`src/rtl/rf3_pkg.sv`:
```
package rf3_pkg;
  localparam int unsigned RF_DEPTH   = 16;
  localparam int unsigned RF_WIDTH   = 16;
  localparam int unsigned RF_IDX_W   = $clog2(RF_DEPTH);
  localparam int unsigned RF_NCONST  = 2;
  localparam int unsigned RF_HANDLER = 5;

  // constant entry i reads as the value i
  function automatic logic [RF_WIDTH-1:0] const_word(int unsigned i);
    return RF_WIDTH'(i);
  endfunction
endpackage

```
`src/rtl/rf3_wr_dec.sv`:
```
module rf3_wr_dec #(
  parameter int unsigned DEPTH  = rf3_pkg::RF_DEPTH,
  parameter int unsigned NCONST = rf3_pkg::RF_NCONST,
  localparam int unsigned IDX_W = $clog2(DEPTH)
) (
  input  logic             we_i,
  input  logic [IDX_W-1:0] wr_idx_i,
  output logic [DEPTH-1:0] wr_en_o
);
  for (genvar i = 0; i < DEPTH; i++) begin : g_dec
    if (i < NCONST) begin : g_ro
      assign wr_en_o[i] = 1'b0;
    end else begin : g_rw
      assign wr_en_o[i] = we_i && (wr_idx_i == IDX_W'(i));
    end
  end
endmodule

```
`src/rtl/rf3_store.sv`:
```
module rf3_store #(
  parameter int unsigned DEPTH  = rf3_pkg::RF_DEPTH,
  parameter int unsigned WIDTH  = rf3_pkg::RF_WIDTH,
  parameter int unsigned NCONST = rf3_pkg::RF_NCONST
) (
  input  logic                        clk_i,
  input  logic                        rst_ni,
  input  logic [DEPTH-1:0]            wr_en_i,
  input  logic [WIDTH-1:0]            wr_data_i,
  output logic [DEPTH-1:0][WIDTH-1:0] regs_o
);
  for (genvar i = 0; i < DEPTH; i++) begin : g_ent
    if (i < NCONST) begin : g_const
      assign regs_o[i] = WIDTH'(i);
    end else begin : g_reg
      logic [WIDTH-1:0] q;
      always_ff @(posedge clk_i or negedge rst_ni) begin
        if (!rst_ni)         q <= '0;
        else if (wr_en_i[i]) q <= wr_data_i;
      end
      assign regs_o[i] = q;
    end
  end

  logic unused_en;
  assign unused_en = ^wr_en_i[NCONST-1:0];
endmodule

```
`src/rtl/rf3_rd_port.sv`:
```
module rf3_rd_port #(
  parameter int unsigned DEPTH  = rf3_pkg::RF_DEPTH,
  parameter int unsigned WIDTH  = rf3_pkg::RF_WIDTH,
  localparam int unsigned IDX_W = $clog2(DEPTH)
) (
  input  logic [DEPTH-1:0][WIDTH-1:0] regs_i,
  input  logic [IDX_W-1:0]            idx_i,
  output logic [WIDTH-1:0]            data_o
);
  assign data_o = regs_i[idx_i];
endmodule

```
`src/rtl/rf3_regfile.sv`:
```
module rf3_regfile #(
  parameter int unsigned DEPTH       = rf3_pkg::RF_DEPTH,
  parameter int unsigned WIDTH       = rf3_pkg::RF_WIDTH,
  parameter int unsigned NCONST      = rf3_pkg::RF_NCONST,
  parameter int unsigned HANDLER_IDX = rf3_pkg::RF_HANDLER,
  localparam int unsigned IDX_W      = $clog2(DEPTH),
  localparam int unsigned NRD        = 3
) (
  input  logic             clk_i,
  input  logic             rst_ni,
  input  logic [IDX_W-1:0] rd0_idx_i,
  output logic [WIDTH-1:0] rd0_data_o,
  input  logic [IDX_W-1:0] rd1_idx_i,
  output logic [WIDTH-1:0] rd1_data_o,
  input  logic [IDX_W-1:0] rd2_idx_i,
  output logic [WIDTH-1:0] rd2_data_o,
  input  logic             we_i,
  input  logic [IDX_W-1:0] wr_idx_i,
  input  logic [WIDTH-1:0] wr_data_i,
  output logic [WIDTH-1:0] handler_addr_o
);
  logic [DEPTH-1:0]            wr_en;
  logic [DEPTH-1:0][WIDTH-1:0] regs;
  logic [NRD-1:0][IDX_W-1:0]   rd_idx;
  logic [NRD-1:0][WIDTH-1:0]   rd_data;

  rf3_wr_dec #(.DEPTH(DEPTH), .NCONST(NCONST)) u_dec (
    .we_i     (we_i),
    .wr_idx_i (wr_idx_i),
    .wr_en_o  (wr_en)
  );

  rf3_store #(.DEPTH(DEPTH), .WIDTH(WIDTH), .NCONST(NCONST)) u_store (
    .clk_i     (clk_i),
    .rst_ni    (rst_ni),
    .wr_en_i   (wr_en),
    .wr_data_i (wr_data_i),
    .regs_o    (regs)
  );

  assign rd_idx[0] = rd0_idx_i;
  assign rd_idx[1] = rd1_idx_i;
  assign rd_idx[2] = rd2_idx_i;

  for (genvar p = 0; p < NRD; p++) begin : g_rd
    rf3_rd_port #(.DEPTH(DEPTH), .WIDTH(WIDTH)) u_port (
      .regs_i (regs),
      .idx_i  (rd_idx[p]),
      .data_o (rd_data[p])
    );
  end

  assign rd0_data_o     = rd_data[0];
  assign rd1_data_o     = rd_data[1];
  assign rd2_data_o     = rd_data[2];
  assign handler_addr_o = regs[HANDLER_IDX];
endmodule

```
`config.mk`:
```
export PLATFORM = sky130hd
export DESIGN_NAME = rf3_regfile
export DESIGN_NICKNAME = d
export VERILOG_FILES = /design/src/rtl/rf3_pkg.sv /design/src/rtl/rf3_wr_dec.sv /design/src/rtl/rf3_store.sv /design/src/rtl/rf3_rd_port.sv /design/src/rtl/rf3_regfile.sv
export SDC_FILE = /design/constraint.sdc
export NUM_CORES = 1
export LEC_CHECK = 0
export BUFFER_PORTS_ARGS = -buffer_cell sky130_fd_sc_hd__clkbuf_2
export CAP_MARGIN = 20
export CORE_MARGIN = 3
export CORE_UTILIZATION = 35
export DETAILED_ROUTE_END_ITERATION = 8
export GPL_ROUTABILITY_DRIVEN = 1
export SLEW_MARGIN = 20
export SYNTH_ARGS = -nofsm -noshare
export SYNTH_HDL_FRONTEND = slang
export SYNTH_SLANG_ARGS = --single-unit
```
`constraint.sdc`:
```
create_clock -name clk_i -period 1.75 [get_ports clk_i]
set_input_delay 0.0875 -clock clk_i [delete_from_list [all_inputs] [get_ports clk_i]]
set_output_delay 0.0875 -clock clk_i [all_outputs]
set_load 0.005 [all_outputs]
```
# ---- Word-level counts from Yosys, hierarchy flattened
# Cells that the tools add are included.
dict set report totals {
  regBits 224
  latch_bits 0
  ramBits 0
  rom_bits 0
  output_inout_bits 64
  word_cells 51
  mem_count 0
}
dict set report classes {
  addsub 0
  n_mul 0
  div 0
  magnitude_cmp 3
  n_eq_ne 14
  n_shift 0
  muxes 6
  bitwise_logic 0
  reduce_logical 14
}
# operator count
set ops {}
lappend ops {{$bmux 16 s4} 3}
lappend ops {{$mux 16} 3}
lappend ops {{$eq 4x4->1 const B} 8}
lappend ops {{$eq 4x3->1 const B} 4}
lappend ops {{$lt 4x5->1 const B} 3}
lappend ops {{$logic_and 1x1->1} 14}
lappend ops {{$eq 4x2->1 const B} 2}

# ---- Logic depth before layout (Yosys ltp)
dict set report depth {
  ltp_word 2
  ltp_mapped 8
}

# ---- Modules after synthesis
# From an unflattened synthesis, not the netlist that was laid out.
dict set report unflattened {
  cells_unflattened 961
  hier_area_um2 15331.0
}
# mod n_inst cells_each area_each_um2
set by_module_without_submodules {}
lappend by_module_without_submodules {rf3_store 1 526 9411.5}
lappend by_module_without_submodules {rf3_rd_port 3 137 1933.1}
lappend by_module_without_submodules {rf3_wr_dec 1 24 120.1}

# ---- Worst setup path before layout
# No wires, ideal clock.
dict set report synth_path {
  path_kind {input to output}
  from {input rd0_idx_i[0]}
  to {output rd0_data_o[0]}
  arrival_time_ns 1.463
  path_slack_ns 0.199
  path_stages 6
  n_path_buf 3
  path_cell_list {buf_2 > buf_6 > buf_2 > mux4_2 > a22oi_1 > o21ai_0}
}
dict set report synth_via {
  elab_chain_len 2
}
# element line_no
set synth_lines {}
lappend synth_lines {{start, declared} rf3_regfile.sv:11} ;# input logic [IDX_W-1:0] rd0_idx_i,
lappend synth_lines {{$bmux 16 s4} rf3_rd_port.sv:10} ;# assign data_o = regs_i[idx_i];
lappend synth_lines {{$mux 16 (implied by the code)} rf3_rd_port.sv:10}
lappend synth_lines {{end, declared} rf3_regfile.sv:12} ;# output logic [WIDTH-1:0] rd0_data_o,
# No other way between the ends. The select of a mux whose other input is x is not followed.

# ---- Final worst setup path
dict set report layout_path {
  from {register u_store.g_ent[8].g_reg.q[15]}
  to {output rd1_data_o[15]}
}
dict set report layout_via {
  elab_chain_len 2
}
# element line_no
set layout_lines {}
lappend layout_lines {{start, declared} rf3_store.sv:16} ;# logic [WIDTH-1:0] q;
lappend layout_lines {{start signal, assigned} rf3_store.sv:19} ;# else if (wr_en_i[i]) q <= wr_data_i;
lappend layout_lines {{$bmux 16 s4} rf3_rd_port.sv:10}
lappend layout_lines {{$mux 16 (implied by the code)} rf3_rd_port.sv:10}
lappend layout_lines {{end, declared} rf3_regfile.sv:14} ;# output logic [WIDTH-1:0] rd1_data_o,
# No other way between the ends. The select of a mux whose other input is x is not followed.

==> flow_summary.json <==
{
  "end_kind": "output pin",
  "max_freq_mhz": 467,
  "i_o_pin_count": 99,
  "register_with_the_most_flip_flops": "u_store.g_ent.g_reg.q",
  "grt_use_total_pct": 21.1,
  "core.rowCount": 72,
  "critPathTopFamily": "multiplexers",
  "sw_share_pct": 30.0,
  "type_of_element_launching_the_critical_path": "flip-flop",
  "hp-start": "wr_data_i[4]",
  "synth.top_cells.by_area": "dfrtp_1 (40%), mux4_2 (21%), mux2_2 (19%)",
  "count_of_buffering_cells_on_the_critical_path_with_inverters_included": 1,
  "synth.most_common_cell": "mux2_2",
  "dominantRegCellSynth": "dfrtp_1",
  "total_number_of_vias": 9964,
  "yosys-top-cells-count": "mux2_2 (232), dfrtp_1 (224), mux4_2 (127)",
  "cts.sinks": 224,
  "floorplan.die_area_sq_um": 42000,
  "finalMaxSlewViolations": 0,
  "finalWeightedCongestion": 0.854,
  "cell_internal_pwr_mw": 13.3,
  "vias_per_cell": 5.91,
  "timing.critical_path.fanout_max": 4,
  "core_ar_sq_um": 38900,
  "clk-insertion-delay-late_ps": 540,
  "p_per_area_nw_per_um2": 1090,
  "largest_register_ff_count": 224,
  "io_buffers": 98,
  "largest_registers": "u_store.g_ent.g_reg.q x224",
  "yosysUniqueCellTypes": 38,
  "postSynth.asyncResetShare_pct": 100,
  "tritoncts_buffer_count": 28,
  "drive_above_1_share_pct": 63.5,
  "syn-cell-area_sq_um": 13900,
  "r2r_setup_slack_ps": 740,
  "finalHoldWorstSlack_ps": 19.1,
  "area_leader_netlist": "dfrtp_1",
  "critical_path.startpoint": "u_store.g_ent[8].g_reg.q[15]$_DFFE_PN0P_",
  "worst_path_max_delay_cell": "mux4_2",
  "route.detailed.drc": 0,
  "die_height_um": 205,
  "violations": "setup timing",
  "synthesis.area_per_instance_sq_um": 14.0,
  "clock_power_share_pct": 30.0,
  "synth_cells": 993,
  "r2r_start": "u_store.g_ent[7].g_reg.q[0]$_DFFE_PN0P_",
  "total_net_switching_power_mw": 5.68,
  "worst_ir_drop_vdd_v": 0.000794,
  "worstPathCellList": "mux4_2 > mux4_2 > clkbuf_2",
  "floorplan.initialDensity_pct": 35.6,
  "die_x_um": 205,
  "outcome": "complete, but fails checks",
  "drt_iter0_drc": 684,
  "grt_pass1_wl_um": 67000,
  "ctsRootBufferMaster": "clkbuf_16",
  "antenna_violations_before_repair": 1,
  "postSynthRegisterBits": 224,
  "tritoncts": "done",
  "detailed_placer_s_ending_hpwl_um": 29400,
  "synth_top_cell_area_share_pct": 40.4,
  "pin_count_of_the_biggest_net_entering_global_routing": 52,
  "nets": 1181,
  "cp_data_required_time_ps": 1660,
  "global_route_overflow": 0,
  "fillCellCount": 3515,
  "criticalPathCategory": "reg -> out",
  "postSynthNetCount": 1028,
  "clkSlewWorstSetupHoldPaths_ps": 60,
  "clockBufferDepth": 3,
  "drv.max_cap_violation_count": 0,
  "timing.critical_path.arrival_ps": 2050,
  "slew_headroom_pct": 30.0,
  "hold_path_class": "in -> reg",
  "drtAntennaViolNets": 0,
  "final_period_minus_worst_setup_slack_ps": 2140,
  "flow.area_growth_from_synthesis_pct": 25.5,
  "htree_num_levels": 1,
  "tightestPinTransition_ps": 1050,
  "sequentialPowerShare_pct": 40.0,
  "power.static_leakage_nw": 7.28,
  "rsz_0062_raised_after_global_routing": "yes",
  "grt_pass1_vias": 10399,
  "wirelength_um": 44400,
  "final.setup.worst_slack_ps": -392,
  "final-setup-viol-count": 48,
  "cp_common_cell": "mux4_2",
  "detailedPlace.worstSlack_ps": -73.2,
  "synth_edf_count": 0,
  "min_period_over_period_pct": 122,
  "drt_first_pass_iters": 5,
  "slowest_delay_ps": 490,
  "final_report_hold_violation_count": 0,
  "synth_seq_area_share_pct": 40.4,
  "fin_worst_skew_ps": 0,
  "synth_warnings": 0,
  "comb_power_share_pct": 30.0,
  "routedWlPerCell_um": 26.3
}
-- layer usage --
metal | track usage [%] | routed length [um]
met5 | 0 | 0
met2 | 34.8 | 21400
met4 | 7.57 | 1660
met1 | 28.3 | 18600
met3 | 3.54 | 2680
-- stage by stage --
stage	total power, mW	instances	instance area (sq um)	util [%]	setup TNS (ps)
floorplan	10.9	993	13900	-	0
global placement	12.6	1605	15700	40.3	-180
detailed placement	12.7	1605	15700	40.3	-164
CTS	18.9	1685	17200	44.2	-11090
global route	19.9	1686	17400	44.7	-12910
finish	18.9	1687	17400	44.7	-9600
-- final timing paths --
path | to | depth (start not counted)
min in group asynchronous | u_store.g_ent[2].g_reg.q[11]$_DFFE_PN0P_ | 2
max in group asynchronous | u_store.g_ent[4].g_reg.q[0]$_DFFE_PN0P_ | 3
max reg2reg | u_store.g_ent[7].g_reg.q[0]$_DFFE_PN0P_ | 3
min | u_store.g_ent[2].g_reg.q[4]$_DFFE_PN0P_ | 2
max | rd1_data_o[15] | 3
min reg2reg | u_store.g_ent[15].g_reg.q[1]$_DFFE_PN0P_ | 1
-- cells by family after synthesis --
logic type             Yosys count  synth area share [%]
AO/OA/AOI/OAI                  132                  6.98
buffers and inverters          117                  4.26
flip-flops                     224                  40.4
multiplexers                   431                  45.0
AND/OR/NAND/NOR                 89                  3.30
-- worst register-to-register path: stages (launching register included) --
cell and delay, ps:
dfrtp_1 390, buf_4 140, buf_4 130, mux2_2 250
-- power by group through the flow --
stage                     logic, mW  registers (mW)  clock network (mW)
after floorplan                3.68            7.25                   0
after detailed placement       5.06            7.64                   0
after global routing           6.11            7.77                6.05
final                          5.69            7.57                5.68
after CTS                      5.55            7.55                5.82
after global placement         5.00            7.57                   0
-- layout make-up --
class / instances / area, sq um / share of cell area, %
clock inverters: 6 / 36.3 / 0.208
diodes: 1 / 2.50 / 0.0144
clock buffers: 46 / 880 / 5.05
well taps: 518 / 648 / 3.72
repair buffers: 237 / 2000 / 11.5
multi-input cells: 652 / 8220 / 47.2
inverters: 3 / 11.3 / 0.0647
flip-flops and latches: 224 / 5610 / 32.2
-- cells in the final DEF, fill, tap and decap left out, drive strengths merged, types with 3 or more instances in the layout --
master	instances
nand2	27
buf	136
nand3	6
o221ai	14
o311ai	14
or3	3
a21oi	17
mux4	127
clkbuf	137
clkinv	4
dlygate4sd3	10
o21ai	4
mux2i	61
dfrtp	224
nor2b	8
nor2	28
a22oi	48
nand2b	4
inv	4
mux2	243
o21bai	15
o22ai	14
-- repair_timing --
action                                  4_1_cts  5_1_grt
gates cloned                                  0        0
endpoints found under the setup margin       48       48
pin swaps                                    61       18
buffers inserted                             20        1
resized for setup                            77       43
hold buffers                                 10        0
endpoints found under the hold margin       297        0
No activity file was read; power rests on OpenSTA's default activity.
